<file path="config.mk">
export PLATFORM = sky130hd
export DESIGN_NAME = dmd_feedback_divider
export DESIGN_NICKNAME = d
export VERILOG_FILES = /design/src/rtl/dmd_pkg.sv /design/src/rtl/dmd_cfg_hold.sv /design/src/rtl/dmd_prescaler.sv /design/src/rtl/dmd_counters.sv /design/src/rtl/dmd_feedback_divider.sv
export SDC_FILE = /design/constraint.sdc
export NUM_CORES = 1
export LEC_CHECK = 0
export BUFFER_PORTS_ARGS = -buffer_cell sky130_fd_sc_hd__buf_2
export CAP_MARGIN = 25
export CORE_UTILIZATION = 55
export DETAILED_ROUTE_END_ITERATION = 7
export PLACE_DENSITY = 0.78
export SLEW_MARGIN = 40
export SYNTH_ARGS = -nofsm -noshare
export SYNTH_HDL_FRONTEND = slang
export SYNTH_HIERARCHICAL = 1
export SYNTH_SLANG_ARGS = --single-unit
</file>
<file path="constraint.sdc">
create_clock -name clk_in -period 9 [get_ports clk_in]
set_input_delay 1.8 -clock clk_in [delete_from_list [all_inputs] [get_ports clk_in]]
set_output_delay 1.8 -clock clk_in [all_outputs]
set_load 0.01 [all_outputs]
</file>
<file path="src/rtl/dmd_pkg.sv">
`timescale 1ns/1ps
// Package: shared types for the dual-modulus feedback divider.
// Assumes: nothing beyond standard SystemVerilog.
package dmd_pkg;
    // prescaler modulus selection; value 1 means the longer modulus
    typedef enum logic {
        DIV_SHORT = 1'b0,
        DIV_LONG  = 1'b1
    } dmd_mod_e;

    localparam int DMD_PRE_SHORT_DEF = 10;
endpackage

</file>
<file path="src/rtl/dmd_cfg_hold.sv">
`timescale 1ns/1ps
// Module: dmd_cfg_hold
// Holds the count configuration for the running division cycle.
// Loads from the parallel inputs while reset is applied and on the edge
// that closes a cycle. The bypass request is masked by direct mode here.
// Assumes: load is a single-cycle strobe produced by the counter stage.
module dmd_cfg_hold #(
    parameter int M_W = 9,
    parameter int A_W = 4
) (
    input  logic           clk,
    input  logic           rst_n,
    input  logic           load,
    input  logic [M_W-1:0] m_in,
    input  logic [A_W-1:0] a_in,
    input  logic           byp_in,
    input  logic           direct_in,
    output logic [M_W-1:0] m_q,
    output logic [A_W-1:0] a_q,
    output logic           byp_q
);
    // capture configuration at reset or at a cycle boundary
    always_ff @(posedge clk) begin
        if (!rst_n || load) begin
            m_q   <= m_in;
            a_q   <= a_in;
            byp_q <= byp_in & ~direct_in;
        end
    end

    // bypass never takes effect when direct mode was present at load
    p_bypass_masked_r5: assert property (@(posedge clk) disable iff (!rst_n)
        (load && direct_in) |=> !byp_q);

    // configuration only moves on a boundary edge
    p_cfg_stable_r7: assert property (@(posedge clk) disable iff (!rst_n)
        !load |=> $stable({m_q, a_q, byp_q}));
endmodule

</file>
<file path="src/rtl/dmd_prescaler.sv">
`timescale 1ns/1ps
// Module: dmd_prescaler
// Behavioural two-modulus prescaler: emits one tick every PRE_SHORT or
// PRE_SHORT+1 input cycles, as picked by sel. With bypass set, every
// input cycle is a tick.
// Assumes: sel only changes on the cycle after a tick.
module dmd_prescaler
    import dmd_pkg::*;
#(
    parameter int PRE_SHORT = DMD_PRE_SHORT_DEF
) (
    input  logic     clk,
    input  logic     rst_n,
    input  dmd_mod_e sel,
    input  logic     bypass,
    output logic     tick
);
    localparam int CW = $clog2(PRE_SHORT + 1);

    logic [CW-1:0] ph_cnt;
    logic [CW-1:0] ph_last;

    // pick terminal count from the selected modulus
    always_comb begin
        ph_last = (sel == DIV_LONG) ? CW'(PRE_SHORT) : CW'(PRE_SHORT - 1);
        tick    = bypass || (ph_cnt == ph_last);
    end

    // advance the phase counter, wrapping on each tick
    always_ff @(posedge clk) begin
        if (!rst_n || tick) begin
            ph_cnt <= '0;
        end else begin
            ph_cnt <= ph_cnt + 1'b1;
        end
    end

    // the phase counter never passes the longer modulus
    p_prescale_range_r1: assert property (@(posedge clk) disable iff (!rst_n)
        ph_cnt <= CW'(PRE_SHORT));
endmodule

</file>
<file path="src/rtl/dmd_counters.sv">
`timescale 1ns/1ps
// Module: dmd_counters
// Main and swallow counters. The main counter counts prescaler ticks up to
// m_lim; the swallow counter keeps the long modulus selected for the first
// a_lim ticks of each cycle. cyc_end marks the last input cycle.
// Assumes: m_lim and a_lim are held constant between boundaries.
module dmd_counters
    import dmd_pkg::*;
#(
    parameter int M_W = 9,
    parameter int A_W = 4
) (
    input  logic           clk,
    input  logic           rst_n,
    input  logic           tick,
    input  logic           bypass,
    input  logic [M_W-1:0] m_lim,
    input  logic [A_W-1:0] a_lim,
    output dmd_mod_e       sel,
    output logic           cyc_end
);
    logic [M_W-1:0] main_cnt;
    logic [A_W-1:0] swal_cnt;

    // modulus select and end-of-cycle decode
    always_comb begin
        sel     = (!bypass && (swal_cnt < a_lim)) ? DIV_LONG : DIV_SHORT;
        cyc_end = tick && (main_cnt == m_lim);
    end

    // count ticks; swallow counter advances while the long modulus runs
    always_ff @(posedge clk) begin
        if (!rst_n || cyc_end) begin
            main_cnt <= '0;
            swal_cnt <= '0;
        end else if (tick) begin
            main_cnt <= main_cnt + 1'b1;
            if (sel == DIV_LONG) begin
                swal_cnt <= swal_cnt + 1'b1;
            end
        end
    end

    // main counter stays within the programmed limit
    p_main_range_r1: assert property (@(posedge clk) disable iff (!rst_n)
        main_cnt <= m_lim);

    // swallowed ticks never outnumber counted ticks
    p_swallow_cap_r2: assert property (@(posedge clk) disable iff (!rst_n)
        M_W'(swal_cnt) <= main_cnt);

    // long modulus is released only at a prescaler tick
    p_modsel_fall_r3: assert property (@(posedge clk) disable iff (!rst_n)
        $fell(sel == DIV_LONG) |-> $past(tick));
endmodule

</file>
<file path="src/rtl/dmd_feedback_divider.sv">
`timescale 1ns/1ps
// Module: dmd_feedback_divider (top)
// Divides clk_in by 10*(M+1)+A using a modelled 10/11 prescaler plus main
// and swallow counters, or by M+1 when the prescaler is bypassed.
// fb_pulse is registered and lasts one input cycle.
// Assumes: all inputs are synchronous to clk_in.
module dmd_feedback_divider
    import dmd_pkg::*;
#(
    parameter int M_W       = 9,
    parameter int A_W       = 4,
    parameter int PRE_SHORT = DMD_PRE_SHORT_DEF
) (
    input  logic           clk_in,
    input  logic           rst_n,
    input  logic [M_W-1:0] m_count,
    input  logic [A_W-1:0] a_count,
    input  logic           bypass_req,
    input  logic           direct_mode,
    output logic           mod_sel,
    output logic           fb_pulse
);
    logic [M_W-1:0] m_q;
    logic [A_W-1:0] a_q;
    logic           byp_q;
    logic           tick;
    logic           cyc_end;
    dmd_mod_e       sel;

    dmd_cfg_hold #(.M_W(M_W), .A_W(A_W)) u_cfg (
        .clk       (clk_in),
        .rst_n     (rst_n),
        .load      (cyc_end),
        .m_in      (m_count),
        .a_in      (a_count),
        .byp_in    (bypass_req),
        .direct_in (direct_mode),
        .m_q       (m_q),
        .a_q       (a_q),
        .byp_q     (byp_q)
    );

    dmd_prescaler #(.PRE_SHORT(PRE_SHORT)) u_pre (
        .clk    (clk_in),
        .rst_n  (rst_n),
        .sel    (sel),
        .bypass (byp_q),
        .tick   (tick)
    );

    dmd_counters #(.M_W(M_W), .A_W(A_W)) u_cnt (
        .clk     (clk_in),
        .rst_n   (rst_n),
        .tick    (tick),
        .bypass  (byp_q),
        .m_lim   (m_q),
        .a_lim   (a_q),
        .sel     (sel),
        .cyc_end (cyc_end)
    );

    // expose the modulus select
    always_comb mod_sel = (sel == DIV_LONG);

    // register the end-of-cycle strobe as the feedback pulse
    always_ff @(posedge clk_in) begin
        if (!rst_n) begin
            fb_pulse <= 1'b0;
        end else begin
            fb_pulse <= cyc_end;
        end
    end

    // a pulse lasts one cycle unless the ratio is one
    p_fp_single_r6: assert property (@(posedge clk_in) disable iff (!rst_n)
        (fb_pulse && !(byp_q && m_q == '0)) |=> !fb_pulse);

    // bypass keeps the prescaler select low
    p_bypass_sel_r4: assert property (@(posedge clk_in) disable iff (!rst_n)
        byp_q |-> !mod_sel);
endmodule

</file>
==> key figures <==
Place
  • Placed instance area: 0.00154 mm2
  • I/O Buffers: 18
  • Cells after DPL: 168
  • Gp weighted congestion: 0.729
  • Post-DP HPWL: 1670 um

Global route
  • Grt total ovfl: 0
  • Pin count of the biggest net entering global routing: 15
  • GRT Overall Usage: 18.7%
  • Initial antenna violation count: 0
  • First-pass GRT wire length: 3550 um
  • Vias in the first global route: 815

Drt
  • Vias: 940
  • Final wirelength: 2240 um
  • DRC violations left: 0
  • Remaining antenna violation count: 0
  • Drt wl/cell: 12.7 um
  • DR iter-0 viols: 30
  • Detailed Routing Iterations Pass 1: 5
  • Via density per instance: 5.34

Timing
  • Setup violators final: 0
  • Hold Fails Final Rpt: 0
  • Worst Tran Pin Value: between 0.6 and 0.7 ns
  • Clock Skews: around 0.018 ns
  • RSZ-0062 raised after global routing: no
  • Fin crit share: 37.2%
  • F_max: ~300 MHz
  • Final hold slack: 0.516 ns
  • Slew margin rel.: 55.6%
  • Setup TNS: 0 ns
  • Min cycle time layout: 3.35 ns
  • Max-slew violation count: 0

Yosys
  • Synth Warn #: 6
  • Dominant cells by area after synthesis: edfxtp_1 (29%), dfxtp_1 (25%), xnor2_1 (6.7%)
  • Sequential area share after synthesis: 54.2%
  • Mapped Avg Cell Area: 11.7 um2
  • Post-synth EDFFs: 14
  • Share of the synthesized area in the top cell type: 29.2%
  • #FFs+latches synth: 32
  • Async SR Flop Fraction: 0%
  • Mapped Area: roughly 0.0014 mm2
  • Library cells used by synthesis: 35
  • Leading area contributor after synthesis: edfxtp_1
  • Main flop type after synthesis: dfxtp_1
  • Cells after synthesis: 123
  • Syn_nets: between 100 and 150

Clock tree
  • Postcts setup bufs: 0
  • CTS root buffer: clkbuf_4
  • Worst-case clock buffer depth: 2
  • Cts bufs inserted: 5
  • # resized after CTS: 0
  • H-Tree Depth: 2
  • Clock transition at path regs: around 0.09 ns
  • CTS tree: built
  • Hold-fix buffers at CTS: 0
  • Clk Latency, worst-skew pair: 0.32 ns
  • Clock Sinks: 32

Setup path
  • Cell depth of the worst setup path: 10
  • Critical path class: reg2reg
  • Critical Path End Type: flop
  • Worst path cell trace: inv_1 > ha_1 > nand2_1 > o211a_1 > or3b_1 > a21oi_2 > or2_1 > nand4_1 > nor4_2 > nand2b_1
  • Reg2reg end: u_cfg/m_q[2]
  • Crit-path max FO: 14
  • Worst Setup EP: u_cfg/m_q[2]
  • Slowest stage delay, CP: 0.58 ns
  • R2r setup slk: ~5.7 ns
  • Startpoint type of the worst setup path: flop
  • Worst setup path start: u_cfg/a_q[3]
  • CP max-delay cell: nand2b_1
  • CP delay by family, top: simple AND/OR/NAND/NOR gates
  • Critical Path RT: 8.94 ns
  • Buf/Inv on CP: 1
  • Critical path arrival: ~3.3 ns
  • R2R depth: 10
  • Critical R2R Launch: u_cfg/a_q[3]

Floorplanning
  • Starting Density: 58.1%
  • Core area: 0.00248 mm2
  • Die W: 53.2 um
  • Die area: 0.00283 mm2
  • Site row count: 18
  • Die Y-Extent: 53.2 um
  • IO Count: 19

Finish
  • Most frequent cells in the layout: dfxtp_1 (18), buf_2 (18), edfxtp_1 (14), nor2_1 (14), xnor2_1 (11)
  • Final non-filler cell total: 176
  • Share of cells above drive strength 1: 22.6%
  • Area grow syn2layout: 10.5%
  • Area of the multi-input gates: 622 um2
  • Finished Cell Area: ~0.0016 mm2
  • N_diodes: 0
  • FF/Latch Area: ~800 um2
  • Finished Core Util: 64.2%
  • Fillers: 211
  • Nets: 168

Run status
  • Outcome: finished clean

Power
  • Worst VDD drop: about 0.00015 V
  • Leakage: 0.624 nW
  • Power per cell area: 161 mW/mm2

Worst hold path
  • Hold Path Class: reg2reg

Flow run
  • Max Cap Violations: 0
## per-layer routing
metal | wire (um) | global-route usage [%] | vias up
met5 | 0 | 0 | -
met4 | 29 | 9.21 | 0
met3 | 91 | 6.32 | 2
met2 | 1060 | 28.7 | 19
met1 | 1060 | 23.4 | 443
li1 | - | - | 476
## worst min-delay path, cell delays in order (launching register included)
cell and delay, ns:
dfxtp_1 0.33, o21ai_0 0.08, a21oi_1 0.06
## per-stage QoR
| stage | worst slack, ns | power, W |
|---|---|---|
| 2_1_floorplan | 6.03 | 0.000179 |
| 6_report | 5.65 | 0.000256 |
| 5_1_grt | 5.41 | 0.000268 |
| 3_5_place_dp | 5.66 | 0.000185 |
| 4_1_cts | 5.63 | 0.000259 |
| 3_3_place_gp | 5.80 | 0.000184 |
## state kept, by name, indices dropped and copies added, names as in the netlist
signal          flops
u_cfg/m_q           9
fb_pulse            1
u_pre/ph_cnt        4
u_cnt/swal_cnt      4
u_cfg/byp_q         1
u_cnt/main_cnt      9
u_cfg/a_q           4
## synth_stat cells (3+ instances only)
| cell | number |
|---|---|
| o21ai_0 | 3 |
| nand2b_1 | 3 |
| a21oi_1 | 4 |
| edfxtp_1 | 14 |
| nand4_1 | 5 |
| inv_1 | 3 |
| dfxtp_1 | 18 |
| nor2_1 | 14 |
| xor2_1 | 8 |
| nand2_1 | 6 |
| ha_1 | 6 |
| xnor2_1 | 11 |
## worst min path at each step
| stage | startpoint | endpoint | slack, ns | cells after the start |
|---|---|---|---|---|
| after floorplan | u_cnt/swal_cnt[3] | u_cnt/swal_cnt[3] | 0.46 | 2 |
| after global placement | u_cnt/swal_cnt[3] | u_cnt/swal_cnt[3] | 0.48 | 2 |
| after detailed placement | u_cnt/swal_cnt[3] | u_cnt/swal_cnt[3] | 0.50 | 2 |
| after CTS | u_cnt/swal_cnt[3] | u_cnt/swal_cnt[3] | 0.51 | 2 |
| after global routing | u_cnt/swal_cnt[3] | u_cnt/swal_cnt[3] | 0.54 | 2 |
| final | u_cnt/swal_cnt[3] | u_cnt/swal_cnt[3] | 0.52 | 2 |
## where the power goes
group | switching [W] | internal, W
Combinational | 0.00000977 | 0.0000102
Clock | 0.0000443 | 0.0000304
Sequential | 0.00000411 | 0.000158
Total | 0.0000582 | 0.000198
## kinds of logic (layout without fill, tap and decap cells)
group | Yosys count | count (layout) | share of synthesized area [%]
DFF | 32 | 32 | 54.2
AOI/OAI and AO/OA | 12 | 12 | 6.17
xor gates and xnor gates | 19 | 19 | 11.6
and+or+nand+nor | 46 | 46 | 18.9
muxes | 2 | 2 | 1.39
adders and majority gates | 6 | 6 | 5.21
buffers and inverters | 6 | 29 | 2.61
## cell type report
type / instances / share of cell area, %
sequential: 32 / 49.1
multi-input combinational: 85 / 39.1
timing repair buffer: 18 / 5.66
clock buffer: 7 / 2.83
tap: 30 / 2.36
inverter: 3 / 0.708
clock inverter: 1 / 0.314
No activity file was read; power rests on OpenSTA's default activity.
